`src/rtl/adc_seq_pkg.sv`:
```
package adc_seq_pkg;

  localparam int MODE_W = 3;
  localparam int CNT_W  = 9;

  typedef enum logic [1:0] {
    ST_IDLE = 2'd0,
    ST_DLY  = 2'd1,
    ST_SMP  = 2'd2,
    ST_CNV  = 2'd3
  } seq_st_t;

  typedef struct packed {
    logic             legal;
    logic [CNT_W-1:0] total;
    logic [CNT_W-1:0] samp;
    logic [CNT_W-1:0] dmin;
    logic [CNT_W-1:0] dmax;
  } prof_t;

  function automatic prof_t prof_lookup(input logic [MODE_W-1:0] code);
    prof_t p;
    p = '0;
    unique case (code)
      3'b000:  p = '{1'b1, 9'd288, 9'd40, 9'd32, 9'd36};
      3'b001:  p = '{1'b1, 9'd240, 9'd32, 9'd28, 9'd32};
      3'b010:  p = '{1'b1, 9'd192, 9'd24, 9'd24, 9'd28};
      3'b100:  p = '{1'b1, 9'd144, 9'd20, 9'd16, 9'd18};
      3'b101:  p = '{1'b1, 9'd120, 9'd16, 9'd14, 9'd16};
      3'b110:  p = '{1'b1, 9'd96,  9'd12, 9'd12, 9'd14};
      default: p = '{1'b0, 9'd0,   9'd0,  9'd0,  9'd0};
    endcase
    return p;
  endfunction

endpackage

```
`src/rtl/adc_seq_ctl.sv`:
```
module adc_seq_ctl
  import adc_seq_pkg::*;
#(
  parameter int PH_W = 2
) (
  input  logic              clk,
  input  logic              rst_n,
  input  logic              wr_lock,
  input  logic              cfg_wr,
  input  logic              cfg_en,
  input  logic [MODE_W-1:0] cfg_mode,
  input  logic              chan_wr,
  output logic              en_q,
  output logic              en_nxt,
  output logic [MODE_W-1:0] mode_nxt,
  output logic              start,
  output logic [PH_W-1:0]   phase
);

  logic [MODE_W-1:0] mode_q;
  logic              cfg_ok;
  logic              chan_ok;

  // writes are dropped entirely while the lock is up
  assign cfg_ok   = cfg_wr  & ~wr_lock;
  assign chan_ok  = chan_wr & ~wr_lock;
  assign en_nxt   = cfg_ok ? cfg_en   : en_q;
  assign mode_nxt = cfg_ok ? cfg_mode : mode_q;
  assign start    = (cfg_ok & cfg_en & ~en_q) | (chan_ok & en_nxt);

  always_ff @(posedge clk or negedge rst_n) begin
    if (!rst_n) begin
      en_q   <= 1'b0;
      mode_q <= '0;
    end else if (cfg_ok) begin
      en_q   <= cfg_en;
      mode_q <= cfg_mode;
    end
  end

  always_ff @(posedge clk or negedge rst_n) begin
    if (!rst_n) phase <= '0;
    else        phase <= phase + 1'b1;
  end

  p_lock_hold_r10: assert property (@(posedge clk) disable iff (!rst_n)
    wr_lock |=> ($stable(en_q) && $stable(mode_q)));

  p_chan_off_r8: assert property (@(posedge clk) disable iff (!rst_n)
    (chan_wr && !en_q && !cfg_wr) |-> !start);

endmodule

```
`src/rtl/adc_seq_prof.sv`:
```
module adc_seq_prof
  import adc_seq_pkg::*;
#(
  parameter int PH_W = 2
) (
  input  logic [MODE_W-1:0] code,
  input  logic [PH_W-1:0]   phase,
  output logic              legal,
  output logic [CNT_W-1:0]  samp,
  output logic [CNT_W-1:0]  total,
  output logic [CNT_W-1:0]  delay
);

  prof_t            prof;
  logic [PH_W-1:0]  to_wrap;
  logic [CNT_W-1:0] raw_dly;

  assign prof    = prof_lookup(code);
  // cycles left until the phase counter wraps to zero
  assign to_wrap = {PH_W{1'b0}} - phase;
  assign raw_dly = prof.dmin + CNT_W'(to_wrap);

  assign legal = prof.legal;
  assign samp  = prof.samp;
  assign total = prof.total;
  assign delay = (raw_dly > prof.dmax) ? prof.dmax : raw_dly;

endmodule

```
`src/rtl/adc_seq_fsm.sv`:
```
module adc_seq_fsm
  import adc_seq_pkg::*;
(
  input  logic              clk,
  input  logic              rst_n,
  input  logic              start,
  input  logic              en_nxt,
  input  logic [MODE_W-1:0] mode_nxt,
  input  logic              legal,
  input  logic [CNT_W-1:0]  samp,
  input  logic [CNT_W-1:0]  total,
  input  logic [CNT_W-1:0]  delay,
  output logic [MODE_W-1:0] sel_mode,
  output logic              busy,
  output logic              sample_en,
  output logic              eoc,
  output logic              err
);

  seq_st_t           st_q, st_n;
  logic [CNT_W-1:0]  cnt_q, cnt_n;
  logic [MODE_W-1:0] lat_q, lat_n;
  logic              eoc_n, err_n;
  logic              reload;

  // profile is read from the new code on a load, else from the latched one
  assign reload   = start | ((st_q == ST_CNV) && (cnt_q == '0));
  assign sel_mode = reload ? mode_nxt : lat_q;

  always_comb begin
    st_n  = st_q;
    cnt_n = cnt_q;
    lat_n = lat_q;
    eoc_n = 1'b0;
    err_n = err;
    if (!en_nxt) begin
      st_n  = ST_IDLE;
      err_n = 1'b0;
    end else if (start) begin
      if (legal) begin
        st_n  = ST_DLY;
        cnt_n = delay - 1'b1;
        lat_n = mode_nxt;
        err_n = 1'b0;
      end else begin
        st_n  = ST_IDLE;
        err_n = 1'b1;
      end
    end else begin
      unique case (st_q)
        ST_DLY: begin
          if (cnt_q == '0) begin
            st_n  = ST_SMP;
            cnt_n = samp - 1'b1;
          end else cnt_n = cnt_q - 1'b1;
        end
        ST_SMP: begin
          if (cnt_q == '0) begin
            st_n  = ST_CNV;
            cnt_n = total - samp - 1'b1;
          end else cnt_n = cnt_q - 1'b1;
        end
        ST_CNV: begin
          if (cnt_q == '0) begin
            eoc_n = 1'b1;
            if (legal) begin
              st_n  = ST_SMP;
              cnt_n = samp - 1'b1;
              lat_n = mode_nxt;
            end else begin
              st_n  = ST_IDLE;
              err_n = 1'b1;
            end
          end else cnt_n = cnt_q - 1'b1;
        end
        default: st_n = ST_IDLE;
      endcase
    end
  end

  always_ff @(posedge clk or negedge rst_n) begin
    if (!rst_n) begin
      st_q  <= ST_IDLE;
      cnt_q <= '0;
      lat_q <= '0;
      eoc   <= 1'b0;
      err   <= 1'b0;
    end else begin
      st_q  <= st_n;
      cnt_q <= cnt_n;
      lat_q <= lat_n;
      eoc   <= eoc_n;
      err   <= err_n;
    end
  end

  assign busy      = (st_q != ST_IDLE);
  assign sample_en = (st_q == ST_SMP);

  p_start_dly_r2: assert property (@(posedge clk) disable iff (!rst_n)
    (start && legal) |=> (st_q == ST_DLY));

  p_dly_range_r3: assert property (@(posedge clk) disable iff (!rst_n)
    (st_q == ST_DLY) |-> (cnt_q < 9'd36));

  p_samp_busy_r4: assert property (@(posedge clk) disable iff (!rst_n)
    sample_en |-> busy);

  p_eoc_single_r5: assert property (@(posedge clk) disable iff (!rst_n)
    eoc |=> !eoc);

  p_off_idle_r7: assert property (@(posedge clk) disable iff (!rst_n)
    !en_nxt |=> (!busy && !eoc));

  p_err_idle_r9: assert property (@(posedge clk) disable iff (!rst_n)
    err |-> !busy);

endmodule

```
`src/rtl/adc_seq_timer.sv`:
```
module adc_seq_timer
  import adc_seq_pkg::*;
#(
  parameter int PH_W = 2
) (
  input  logic              clk,
  input  logic              rst_n,
  input  logic              wr_lock,
  input  logic              cfg_wr,
  input  logic              cfg_en,
  input  logic [MODE_W-1:0] cfg_mode,
  input  logic              chan_wr,
  output logic              sample_en,
  output logic              busy,
  output logic              eoc_irq,
  output logic              mode_err
);

  logic              en_q, en_nxt, start, legal;
  logic [MODE_W-1:0] mode_nxt, sel_mode;
  logic [PH_W-1:0]   phase;
  logic [CNT_W-1:0]  samp, total, delay;

  adc_seq_ctl #(.PH_W(PH_W)) u_ctl (
    .clk(clk), .rst_n(rst_n), .wr_lock(wr_lock), .cfg_wr(cfg_wr),
    .cfg_en(cfg_en), .cfg_mode(cfg_mode), .chan_wr(chan_wr),
    .en_q(en_q), .en_nxt(en_nxt), .mode_nxt(mode_nxt),
    .start(start), .phase(phase)
  );

  adc_seq_prof #(.PH_W(PH_W)) u_prof (
    .code(sel_mode), .phase(phase), .legal(legal),
    .samp(samp), .total(total), .delay(delay)
  );

  adc_seq_fsm u_fsm (
    .clk(clk), .rst_n(rst_n), .start(start), .en_nxt(en_nxt),
    .mode_nxt(mode_nxt), .legal(legal), .samp(samp), .total(total),
    .delay(delay), .sel_mode(sel_mode), .busy(busy),
    .sample_en(sample_en), .eoc(eoc_irq), .err(mode_err)
  );

  p_off_quiet_r7: assert property (@(posedge clk) disable iff (!rst_n)
    !en_q |-> (!busy && !sample_en));

endmodule

```
`config.mk`:
```
export PLATFORM = sky130hd
export DESIGN_NAME = adc_seq_timer
export DESIGN_NICKNAME = d
export VERILOG_FILES = /design/src/rtl/adc_seq_pkg.sv /design/src/rtl/adc_seq_ctl.sv /design/src/rtl/adc_seq_prof.sv /design/src/rtl/adc_seq_fsm.sv /design/src/rtl/adc_seq_timer.sv
export SDC_FILE = /design/constraint.sdc
export NUM_CORES = 1
export LEC_CHECK = 0
export ABC_AREA = 0
export BUFFER_PORTS_ARGS = -buffer_cell sky130_fd_sc_hd__buf_2
export CAP_MARGIN = 20
export CELL_PAD_IN_SITES_DETAIL_PLACEMENT = 0
export CELL_PAD_IN_SITES_GLOBAL_PLACEMENT = 1
export CORE_MARGIN = 2
export CORE_UTILIZATION = 51
export CTS_BUF_LIST = sky130_fd_sc_hd__clkbuf_8
export CTS_CLUSTER_SIZE = 16
export DETAILED_ROUTE_END_ITERATION = 10
export GPL_ROUTABILITY_DRIVEN = 0
export HOLD_SLACK_MARGIN = 0.1
export PLACE_DENSITY = 0.94
export SLEW_MARGIN = 10
export SYNTH_ARGS = -nofsm -noshare
export SYNTH_HDL_FRONTEND = slang
export SYNTH_SLANG_ARGS = --single-unit
```
`constraint.sdc`:
```
create_clock -name clk -period 13.3 [get_ports clk]
set_clock_uncertainty 0.2 [all_clocks]
set_input_delay 2.66 -clock clk [delete_from_list [all_inputs] [get_ports clk]]
set_output_delay 2.66 -clock clk [all_outputs]
set_load 0.01 [all_outputs]
```
==> impl_metrics.csv <==
group,metric,value,unit
routing,drcViolationCount,0,
sta,hold_ws,0.276,ns
synth,synthMuxAreaShare,0.0332,
global_route,top_usage_layer,"met2",
synth,async_flop_share,1.00,
cts,cts_buffers,3,
cts,post_cts_buffers,0,
finish,stdcell_count,323,
place,placed_area,2230,µm²
cts,clk_latency,0.28,ns
global_route,grt_overflow,0,
die,die_w,68.9,µm
synth,syn_inst,269,
global_route,globalRouteMet1Util,0.374,
finish,nets,302,
finish,final_common_cell,"nor2_1",
finish,diodes,0,
place,place_hpwl,4290,µm
sta,maxSlewHeadroom,0.268,
routing,wirelength,5750,µm
cts,hold_buffers,0,
finish,fillerInstances,386,
setup_path,path_delay_family,"compound AO/OA/AOI/OAI gates",
die,core_region_area,4030,µm²
finish,drive_gt1_frac,0.103,
setup_path,worst_setup_path_start_kind,"input port",
routing,vias,2069,
synth,synth-simple-area-share,0.206,
synth,synth_top_family_by_area,"compound AO/OA/AOI/OAI gates",
synth,ys_seq_elements,22,
global_route,grt_util_met3,0.0244,
sta,rsz0062_at_grt,"false",
finish,layout_common_cells,"nor2_1, a21oi_1, dfrtp_1",
cts,path_clk_slew,0.09,ns
finish,area_growth,7.05,%
synth,syn_area,2150,µm²
synth,synth_compound_gate_area_share,0.288,
synth,yosysUniqueCellTypes,56,
setup_path,crit_buf_inv,3,
synth,avgSynthCellArea,7.98,µm²
pwr,vdd_drop_max,0.000209,V
cts,ctsResizeCount,0,
routing,drtIter0Drc,253,
setup_path,crit_type,"input port to register",
synth,synth-adder-area-share,0.111,
synth,syn_nets,297,
synth,synth_warnings,0,
synth,yosysTopAreaCell,"dfrtp_1",
global_route,grt_max_degree,23,
place,io_buffers,12,
place,dp.cells,319,
setup_path,max_stage_delay,0.68,ns
hold_path,hp-class,"register to register",
sta,finalHoldViolCount,0,
setup_path,path_max_fanout,18,
sta,worst_pin_slew,1.10,ns
pwr,powerDensity,290,nW/µm²
finish,post-route-cell-area,2300,µm²
sta,fmax,112,MHz
synth,synth_seq_area_share,0.256,
die,die_h,68.9,µm
synth,synth_area_leaders,"dfrtp_1, ha_1, a21oi_1",
sta,fin_crit_sh,0.671,
synth,synth.top_cell.area_share,0.256,
die,boundaryPins,13,
outcome,status,"finished, final reports clean",
die,dieArea,4750,µm²
global_route,met2_usage,0.442,
cts,clock-root-buffer,"clkbuf_8",
setup_path,cp_slowest_cell,"a21oi_1",
sta,slew_violations,0,
cts,htreeDepth,1,
die,initial_core_util,0.533,
setup_path,worstPathRequired,13.31,ns
global_route,grt_pass1_vias,1951,
setup_path,crit_top_cell,"ha_1",
global_route,antenna_found_initial,0,
setup_path,crit_path_end_kind,"register",
global_route,grt_pass1_wl,9560,µm
setup_path,cp.arrival,8.94,ns
global_route,grt_use_total,0.270,
sta,finalSetupTns,0,ns
sta,setup_viol,0,
pwr,p_leak,0.00104,µW
routing,wl_per_cell,17.8,µm
cts,cts_tree,"built",
routing,antenna_left,0,
cts,clock-sinks,22,
routing,firstDrtPassIters,5,
cts,clock_path_buffers,2,
synth,ys.flop_type,"dfrtp_1",
sta,fin_crit,8.93,ns
run,cap_viol_max_count,0,
synth,synth-xor-area-share,0.0490,
die,rows,23,
synth,synth_edf_count,0,
routing,viasPerCell,6.41,
==> through the flow <==
| step | setup slack, ns | total power, µW | utilization |
|---|---|---|---|
| global placement | 4.60 | 576 | 0.553 |
| finish | 4.37 | 667 | 0.570 |
| detailed placement | 4.31 | 584 | 0.553 |
| global route | 4.00 | 721 | 0.570 |
| floorplan | 5.86 | 483 | - |
| CTS | 4.54 | 655 | 0.570 |
==> synthesized netlist by cell type, drive strengths merged (4+ instances only) <==
cell type and count:
a21oi 24, xor2 7, nor2 27, xnor2 5, a211oi 7, o21ai 21
dfrtp 22, ha 19, or3 4, inv 19, a21o 4, nor3 10
nand2 21, mux2i 6, nand3 5, nor4 4, clkbuf 12
==> worst paths after layout <==
check	from	to	slack, ns	depth (start not counted)
max	cfg_wr	u_fsm.cnt_q[8]$_DFFE_PN0P_	4.37	25
max in group asynchronous	rst_n	u_ctl.phase[1]$_DFF_PN0_	10.39	1
min reg2reg	u_ctl.phase[1]$_DFF_PN0_	u_ctl.phase[1]$_DFF_PN0_	0.28	1
min	u_ctl.phase[1]$_DFF_PN0_	u_ctl.phase[1]$_DFF_PN0_	0.28	1
min in group asynchronous	rst_n	u_fsm.eoc$_DFF_PN0_	2.15	1
max reg2reg	u_fsm.cnt_q[0]$_DFFE_PN0P_	u_fsm.cnt_q[8]$_DFFE_PN0P_	5.67	26
==> registers in the layout (all words and copies together) (netlist names) <==
signal and flops:
u_fsm.cnt_q 9, u_ctl.mode_q 3, u_fsm.lat_q 3, u_ctl.en_q 1
u_fsm.err 1, u_ctl.phase 2, u_fsm.eoc 1, u_fsm.st_q 2
==> cell type report <==
cell class                      count  area (µm²)  area share
Clock buffer                        3        41.3      0.0180
Clock inverter                      1        30.0      0.0131
Inverter                           19        71.3      0.0310
Multi-Input combinational cell    215        1480       0.642
Sequential cell                    22         551       0.240
Tap cell                           50        62.6      0.0272
Timing Repair Buffer               13        67.6      0.0294
==> logic make-up after synthesis <==
group	count (synthesis)
AO/OA/AOI/OAI	89
XOR/XNOR	12
adder cells (fa/ha/maj)	19
buffers and inverters	32
flip-flops	22
multiplexers	7
AND/OR/NAND/NOR	88
==> power by group <==
part | internal, µW | switching [µW] | total, µW
Sequential | 87.1 | 22.6 | 110
Combinational | 199 | 292 | 491
Clock | 40.3 | 25.4 | 65.7
Total | 326 | 340 | 667
==> per-layer routing <==
layer	vias up	wire length, µm	share of wire
met2	97	2620	0.45
met3	20	327	0.057
li1	998	-	-
met1	954	2680	0.46
met4	0	135	0.023
met5	-	0	0
Power figures use the tool's default switching activity.
